**src/rtl/stream_pf_pkg.sv**
```systemverilog
package stream_pf_pkg;
  typedef enum logic {
    DIR_UP   = 1'b0,
    DIR_DOWN = 1'b1
  } pf_dir_e;
endpackage

```
**src/rtl/spf_history.sv**
```systemverilog
// Shift-register history of recent request line numbers, newest in slot 0.
module spf_history #(
  parameter int LINE_W = 35,
  parameter int DEPTH  = 2
) (
  input  logic                          clk,
  input  logic                          rst_n,
  input  logic                          push,
  input  logic [LINE_W-1:0]             line_in,
  output logic [DEPTH-1:0][LINE_W-1:0]  ent,
  output logic [DEPTH-1:0]              ent_vld
);
  logic [DEPTH-1:0][LINE_W-1:0] ent_nx;
  logic [DEPTH-1:0]             vld_nx;

  genvar g;
  generate
    for (g = 0; g < DEPTH; g++) begin : g_slot
      if (g == 0) begin : g_head
        always_comb begin
          ent_nx[g] = ent[g];
          vld_nx[g] = ent_vld[g];
          if (push) begin
            ent_nx[g] = line_in;
            vld_nx[g] = 1'b1;
          end
        end
      end else begin : g_tail
        always_comb begin
          ent_nx[g] = ent[g];
          vld_nx[g] = ent_vld[g];
          if (push) begin
            ent_nx[g] = ent[g-1];
            vld_nx[g] = ent_vld[g-1];
          end
        end
      end

      always_ff @(posedge clk or negedge rst_n) begin
        if (!rst_n) begin
          ent[g]     <= '0;
          ent_vld[g] <= 1'b0;
        end else if (push) begin
          ent[g]     <= ent_nx[g];
          ent_vld[g] <= vld_nx[g];
        end
      end
    end
  endgenerate
endmodule

```
**src/rtl/spf_match.sv**
```systemverilog
// Compares the incoming line with every valid history slot.
module spf_match #(
  parameter int LINE_W = 35,
  parameter int DEPTH  = 2
) (
  input  logic [LINE_W-1:0]             line,
  input  logic [LINE_W-1:0]             line_inc,
  input  logic [LINE_W-1:0]             line_dec,
  input  logic                          at_max,
  input  logic                          at_min,
  input  logic [DEPTH-1:0][LINE_W-1:0]  ent,
  input  logic [DEPTH-1:0]              ent_vld,
  output logic                          up_hit,
  output logic                          dn_hit
);
  logic [DEPTH-1:0] up_vec;
  logic [DEPTH-1:0] dn_vec;

  genvar g;
  generate
    for (g = 0; g < DEPTH; g++) begin : g_cmp
      // ascending step: the stored line sits one below the new one
      assign up_vec[g] = ent_vld[g] && !at_min && (ent[g] == line_dec);
      // descending step: the stored line sits one above the new one
      assign dn_vec[g] = ent_vld[g] && !at_max && (ent[g] == line_inc);
    end
  endgenerate

  logic unused_line;
  assign unused_line = ^line;

  assign up_hit = |up_vec;
  assign dn_hit = |dn_vec;
endmodule

```
**src/rtl/spf_dir_ctrl.sv**
```systemverilog
// Saturating up/down step counters and the registered stream direction.
module spf_dir_ctrl
  import stream_pf_pkg::*;
#(
  parameter int CNT_W     = 2,
  parameter int SWITCH_AT = 2
) (
  input  logic             clk,
  input  logic             rst_n,
  input  logic             upd,
  input  logic             up_hit,
  input  logic             dn_hit,
  output pf_dir_e          dir,
  output logic [CNT_W-1:0] up_cnt,
  output logic [CNT_W-1:0] dn_cnt
);
  localparam logic [CNT_W-1:0] CNT_MAX = {CNT_W{1'b1}};
  localparam logic [CNT_W-1:0] CNT_THR = CNT_W'(SWITCH_AT);

  logic [CNT_W-1:0] up_inc, dn_inc;
  logic [CNT_W-1:0] up_nx, dn_nx;
  pf_dir_e          dir_nx;

  always_comb begin
    up_inc = (up_hit && up_cnt != CNT_MAX) ? up_cnt + CNT_W'(1) : up_cnt;
    dn_inc = (dn_hit && dn_cnt != CNT_MAX) ? dn_cnt + CNT_W'(1) : dn_cnt;
    up_nx  = up_inc;
    dn_nx  = dn_inc;
    dir_nx = dir;
    if (dir == DIR_UP && dn_inc >= CNT_THR) begin
      dir_nx = DIR_DOWN;
      up_nx  = '0;
      dn_nx  = '0;
    end else if (dir == DIR_DOWN && up_inc >= CNT_THR) begin
      dir_nx = DIR_UP;
      up_nx  = '0;
      dn_nx  = '0;
    end
  end

  always_ff @(posedge clk or negedge rst_n) begin
    if (!rst_n) begin
      dir    <= DIR_UP;
      up_cnt <= '0;
      dn_cnt <= '0;
    end else if (upd) begin
      dir    <= dir_nx;
      up_cnt <= up_nx;
      dn_cnt <= dn_nx;
    end
  end
endmodule

```
**src/rtl/stream_pf_gen.sv**
```systemverilog
module stream_pf_gen
  import stream_pf_pkg::*;
#(
  parameter int ADDR_W     = 40,
  parameter int LINE_BYTES = 32,
  parameter int HIST_DEPTH = 2,
  parameter int CNT_W      = 2,
  parameter int SWITCH_AT  = 2
) (
  input  logic              clk,
  input  logic              rst_n,
  input  logic              req_valid,
  input  logic [ADDR_W-1:0] req_addr,
  output logic              pf_valid,
  output logic [ADDR_W-1:0] pf_addr
);
  localparam int OFS_W  = $clog2(LINE_BYTES);
  localparam int LINE_W = ADDR_W - OFS_W;

  logic [LINE_W-1:0] line, line_inc, line_dec, pf_line;
  logic              at_max, at_min;
  logic [HIST_DEPTH-1:0][LINE_W-1:0] hist_ent;
  logic [HIST_DEPTH-1:0]             hist_vld;
  logic              up_hit, dn_hit;
  pf_dir_e           dir;
  logic [CNT_W-1:0]  up_cnt, dn_cnt;
  logic              dir_down;

  logic unused_ofs;
  assign unused_ofs = ^req_addr[OFS_W-1:0];

  assign line     = req_addr[ADDR_W-1:OFS_W];
  assign line_inc = line + LINE_W'(1);
  assign line_dec = line - LINE_W'(1);
  assign at_max   = &line;
  assign at_min   = ~|line;
  assign dir_down = (dir == DIR_DOWN);

  spf_history #(.LINE_W(LINE_W), .DEPTH(HIST_DEPTH)) u_hist (
    .clk(clk), .rst_n(rst_n), .push(req_valid), .line_in(line),
    .ent(hist_ent), .ent_vld(hist_vld)
  );

  spf_match #(.LINE_W(LINE_W), .DEPTH(HIST_DEPTH)) u_match (
    .line(line), .line_inc(line_inc), .line_dec(line_dec),
    .at_max(at_max), .at_min(at_min),
    .ent(hist_ent), .ent_vld(hist_vld),
    .up_hit(up_hit), .dn_hit(dn_hit)
  );

  spf_dir_ctrl #(.CNT_W(CNT_W), .SWITCH_AT(SWITCH_AT)) u_dir (
    .clk(clk), .rst_n(rst_n), .upd(req_valid),
    .up_hit(up_hit), .dn_hit(dn_hit),
    .dir(dir), .up_cnt(up_cnt), .dn_cnt(dn_cnt)
  );

  // output mux steered only by registered direction
  always_comb begin
    if (dir_down) begin
      pf_line  = line_dec;
      pf_valid = req_valid && !at_min;
    end else begin
      pf_line  = line_inc;
      pf_valid = req_valid && !at_max;
    end
  end

  assign pf_addr = {pf_line, {OFS_W{1'b0}}};
endmodule

```
**config.mk**
```make
export PLATFORM = sky130hd
export DESIGN_NAME = stream_pf_gen
export DESIGN_NICKNAME = d
export VERILOG_FILES = /design/src/rtl/stream_pf_pkg.sv /design/src/rtl/spf_history.sv /design/src/rtl/spf_match.sv /design/src/rtl/spf_dir_ctrl.sv /design/src/rtl/stream_pf_gen.sv
export SDC_FILE = /design/constraint.sdc
export NUM_CORES = 1
export LEC_CHECK = 0
export ABC_CLOCK_PERIOD_IN_PS = 3600
export BUFFER_PORTS_ARGS = -buffer_cell sky130_fd_sc_hd__buf_2
export CELL_PAD_IN_SITES_DETAIL_PLACEMENT = 2
export CELL_PAD_IN_SITES_GLOBAL_PLACEMENT = 2
export CORE_MARGIN = 1.5
export CORE_UTILIZATION = 37
export DETAILED_ROUTE_END_ITERATION = 7
export PLACE_DENSITY_LB_ADDON = 0.1
export RECOVER_POWER = 50
export REMOVE_ABC_BUFFERS = 1
export SLEW_MARGIN = 10
export SYNTH_ARGS = -nofsm -noshare
export SYNTH_HDL_FRONTEND = slang
export SYNTH_SLANG_ARGS = --single-unit
```
**constraint.sdc**
```tcl
create_clock -name clk -period 3.6 [get_ports clk]
set_clock_uncertainty 0.1 [all_clocks]
set_input_delay 0.36 -clock clk [delete_from_list [all_inputs] [get_ports clk]]
set_output_delay 0.36 -clock clk [all_outputs]
set_load 0.1 [all_outputs]
```
# Word level (Yosys, flattened, before mapping)
# Index checks and enable logic that the tools add are counted.
# word_totals
in_bits	43
reg_bits	77
elab_cells	51
# classes
n_eq_ne	6
n_reduce_logical	21
n_lt_le_gt_ge	2
bitwise_logic	1
addsub	4
muxes	10
# ops
operator	count
$eq A35 B35 Y1	4
$add A35 B1 Y35 const B	1
$mux W35	1
$reduce_and A35 Y1	1
$reduce_or A35 Y1	1
$sub A35 B1 Y35 const B	1
$logic_and A1 B1 Y1	14
$mux W2	6
$add A2 B1 Y2 const B	2
$ge A2 B2 Y1 const B	2
$ne A2 B2 Y1 const B	2
$reduce_or A2 Y1	2
$mux W1	3
$reduce_and A2 Y1	1
$reduce_bool A2 Y1	1
$logic_not A1 Y1	1
$not A1 Y1	1

# Longest topological paths before layout
# logic_depth
word_depth	11
mapped_depth	15

# By module
# Synthesis repeated with hierarchy kept, for this count alone.
# hier_totals
cells_unflattened	713
area_unflattened_um2	7369.6
# by_module_without_submodules
module	area_per_inst_um2	cells_each	instances	seq_area_each_um2
spf_history	3017.9	152	1	1801.7
stream_pf_gen	2414.8	336	1	0.0
spf_match	1562.7	190	1	0.0
spf_dir_ctrl	374.1	35	1	125.1

# Least setup slack after synthesis
# No wires, ideal clock.
# synth_timing
path_type	input -> output
start	input port req_addr[12]
end	output port pf_addr[39]
t_arrival_ns	3.706
path_stages	7
path_slack_ns	-0.566
path_cell_list	buf_4 -> or4_1 -> nor4b_4 -> nand4_1 -> nor3_2 -> a21oi_1 -> xnor2_1
# synth_via
elab_chain_cells	2
# synth_rtl
element	line_no	rtl
start, declared	stream_pf_gen.sv:13	input logic [ADDR_W-1:0] req_addr,
$add A35 B1 Y35 or $sub A35 B1 Y35 (tied branches)	stream_pf_gen.sv:33, stream_pf_gen.sv:34	
$mux W35 *	stream_pf_gen.sv:59	if (dir_down) begin
end, declared	stream_pf_gen.sv:15	output logic [ADDR_W-1:0] pf_addr
# Mark *: on every way between the ends. The rest lies on a longest branch, timed or not.

# Final worst setup path
# layout_timing
start	input port req_addr[26]
end	register u_dir.dir
# layout_via
elab_chain_cells	11
# layout_rtl
element	line_no	rtl
branches (longest 11 deep; another with $sub A35 B1 Y35)	-	
end signal, assigned	spf_dir_ctrl.sv:47	dir <= dir_nx;
end, declared	spf_dir_ctrl.sv:13	output pf_dir_e dir,
# Several ways; the timed one is not identified.
# A chain may end at the register's enable or synchronous reset.

==> metrics.md <==
| Metric | Value |
|---|---|
| Fin. Hold Viols | `0` |
| CTS max path bufs | `2` |
| RSZ-0062 raised after global routing | `yes` |
| Metal3 WL | `5240 microns` |
| DR WL/cell | `around 36 microns` |
| Initial antenna violation count | `4` |
| Asr flop ratio synth | `100%` |
| Crit path max fanout | `6` |
| Leading area contributor after synthesis | `dfrtp_1` |
| Sum Neg Setup Slack | `-2.95 ns` |
| Routed WL | `55300 microns` |
| Vias in the first global route | `10800` |
| Power Total | `3.87 mW` |
| Cells after Synth | `978` |
| Die Area | `23600 sq um` |
| Worst Slack Setup Final | `-0.675 ns` |
| CTS tree | `built` |
| Share of cells above drive strength 1 | `between 40% and 50%` |
| R2r worst-path depth | `11` |
| FF-to-FF Start | `u_hist.ent[33]$_DFFE_PN0P_` |
| Top cell type's share of synthesized area | `22.9%` |
| Hold slack | `between 0.2 and 0.3 ns` |
| Critical path class | `input pin to register` |
| WL met1 | `20900 microns` |
| Final period utilization | `119%` |
| Die width | `between 150 and 200 microns` |
| Most frequent cell after synthesis | `xnor2_1` |
| Failing checks | `max-capacitance violations, max-slew violations, negative setup slack` |
| Number of synthesized flops with an enable pin | `0` |
| P_int | `~2.1 mW` |
| Starting DRT DRC Count | `1063` |
| Final net count | `1297` |
| Flop pwr share | `28.4%` |
| Syn Std Cell Area | `8400 sq um` |
| Post-route DRC | `0` |
| Area of the multi-input gates | `6280 sq um` |
| Final min period | `4.28 ns` |
| Data required, critical path | `3.74 ns` |
| Global-route wire length before repair | `70500 microns` |
| DR WL met2 | `25100 microns` |
| Max-capacitance violation count | `1` |
| Routability cong. | `0.970` |
| First-pass DRT Iterations | `6` |
| Top Metal Used | `met5` |
| Top Ports | `84` |
| Hold depth | `2` |
| # setup viols final | `5` |
| Starting Density | `between 30% and 40%` |
| Via density | `a little under 7` |
| Yosys warns | `0` |
| Worst slack, placed | `-0.559 ns` |
| FMAX | `0.234 GHz` |
| Avg Cell Area, Syn | `~8.6 sq um` |
| Count of different cell masters after synthesis | `89` |
| Startpoint class of the critical path | `input pin` |
| Clock Tree Root | `clkbuf_16` |
| Synth area leaders | `dfrtp_1 (23%), xnor2_1 (12%), mux2_2 (9.4%), xor2_1 (6.7%), nor2_1 (3.0%)` |
| Port Buf Inserts | `73` |
| VDD IR-drop max | `0.202 mV` |
| Register area | `1930 sq um` |
| Sw power | `1.74 mW` |
| Min-delay worst type | `input pin to register` |
| P_leak | `4.70 nW` |
| Clock sink count | `77` |
| Largest net degree at the start of global routing | `49` |
| Comb pwr share | `approximately 45%` |
| Seq/Total Area, Yosys | `22.9%` |
| P per Cell Area | `331 nW/um^2` |
| Finished Core Util | `53.1%` |
| Max Slew Vio Count | `42` |
| R2R Path End | `u_dir.dir$_DFFE_PN0P_` |
| Crit path launch | `req_addr[26]` |
| H-tree depth | `3` |
| Overflow after GRT | `0` |
| Core box area | `22000 sq um` |
| Yosys reg bits | `77` |
| Area grow syn2layout | `39.2%` |
| DP HPWL | `~34000 microns` |
| Clock power share | `26.6%` |
| Die H | `154 microns` |
| Via Count | `10500` |
| Total track usage | `around two fifths` |
| Slew headroom | `-73.1%` |
| Arr. time, crit path | `4.42 ns` |
| Clk_lat worst skew | `0.38 ns` |
| Critical Path End Type | `register` |
| Main flop type after synthesis | `dfrtp_1` |
| Synth top cells by count | `xnor2_1 (113), dfrtp_1 (77), mux2_2 (70)` |
| Outcome | `complete, but fails checks` |
| CTS Buf Count | `9` |
| Fill cell count | `2328` |
| Routed Antenna Nets | `0` |
| Worst-path clk slew | `0.08 ns` |
| Sw Share | `44.9%` |
| Site row count | `54` |
| Setup crit end | `u_dir.dir$_DFFE_PN0P_` |
| Slew @ Worst Pin | `2.60 ns` |
| Internal reg-to-reg setup slack | `-0.11 ns` |
[worst min-delay path by stage]
stage                 start                    endpoint
5_1_grt         req_addr[6]   u_hist.ent[1]$_DFFE_PN0P_
6_report        req_addr[6]   u_hist.ent[1]$_DFFE_PN0P_
4_1_cts        req_addr[39]  u_hist.ent[34]$_DFFE_PN0P_
2_1_floorplan         rst_n       u_dir.dir$_DFFE_PN0P_
3_3_place_gp          rst_n  u_hist.ent[11]$_DFFE_PN0P_
3_5_place_dp          rst_n  u_hist.ent[44]$_DFFE_PN0P_
[per-layer routing]
layer	GRT usage, %	vias up
met3	8.54	313
met1	50.1	5300
met5	0	-
met2	65.2	762
met4	20.9	4
li1	-	4092
[cell usage in the layout (no fill, tap or decap), drive strengths merged, types with 10 or more instances in the layout]
cell type  netlist  routed
o211ai          10      10
nor2            69      69
nand4           37      37
nand2b          19      19
nand3           36      36
mux2            72      72
a21oi           37      37
a31oi           11      11
clkbuf          36      13
nor3            37      37
dfrtp           77      77
and4            16      16
and3            16      16
mux2i           15      15
xor2            64      64
o21ai           28      28
nand2           53      53
nor4            37      37
buf             48     336
xnor2          113     113
inv             16      17
or4             14      14
[sequential cells by signal, indices dropped and copies added, names as in the netlist]
register / cells
u_dir.dir: 1
u_hist.ent_vld: 2
u_dir.dn_cnt: 2
u_dir.up_cnt: 2
u_hist.ent: 70
[per-stage QoR]
| step | cell area, sq um | cells |
|---|---|---|
| 2_1_floorplan | 8020 | 898 |
| 3_3_place_gp | 11100 | 1512 |
| 3_5_place_dp | 11100 | 1512 |
| 4_1_cts | 11400 | 1530 |
| 5_1_grt | 11700 | 1535 |
| 6_report | 11700 | 1537 |
[power groups by stage]
stage	clock (mW)	combinational [mW]	sequential, mW
2_1_floorplan	0	0.807	1.06
3_3_place_gp	0	1.45	1.08
3_5_place_dp	0	1.51	1.10
4_1_cts	1.01	1.57	1.08
5_1_grt	1.05	1.77	1.11
6_report	1.03	1.74	1.10
[critical path, stage by stage]
cell	delay [ns]
buf_2	0.20
buf_4	0.18
nor3_1	0.25
buf_4	0.20
buf_4	0.15
nand4b_1	0.32
o21ai_0	0.60
nand3_1	0.30
nor4_1	0.47
buf_4	0.19
nand4_1	0.20
and4b_2	0.41
nor4_2	0.10
nor3_1	0.34
o21ai_1	0.13
[layout make-up]
| type | count | share of cell area [%] |
|---|---|---|
| Antenna cell | 2 | 0.0428 |
| Clock buffer | 9 | 1.93 |
| Clock inverter | 7 | 0.642 |
| Inverter | 17 | 0.546 |
| Multi-Input combinational cell | 804 | 53.7 |
| Sequential cell | 77 | 16.5 |
| Tap cell | 280 | 3.00 |
| Timing Repair Buffer | 341 | 23.6 |
[cells by family (layout without fill, tap and decap cells)]
| logic type | Yosys count | after routing | share of synthesized area [%] |
|---|---|---|---|
| flops | 77 | 77 | 22.9 |
| compound gates | 145 | 145 | 12.1 |
| other cells | 1 | 7 | 0.0447 |
| buf+inv | 101 | 374 | 5.44 |
| mux | 87 | 87 | 11.5 |
| simple gates | 386 | 386 | 28.9 |
| fa+ha+maj | 4 | 4 | 0.596 |
| xor+xnor | 177 | 177 | 18.5 |
[what timing repair did]
action                                  4_1_cts  5_1_grt
hold buffers                                  1        0
pin swaps                                     1       12
resized for setup                            12       45
endpoints found under the setup margin        6        5
setup buffers                                 1        5
endpoints found under the hold margin        39        0
Note: power is estimated with default switching activity, not from simulation.
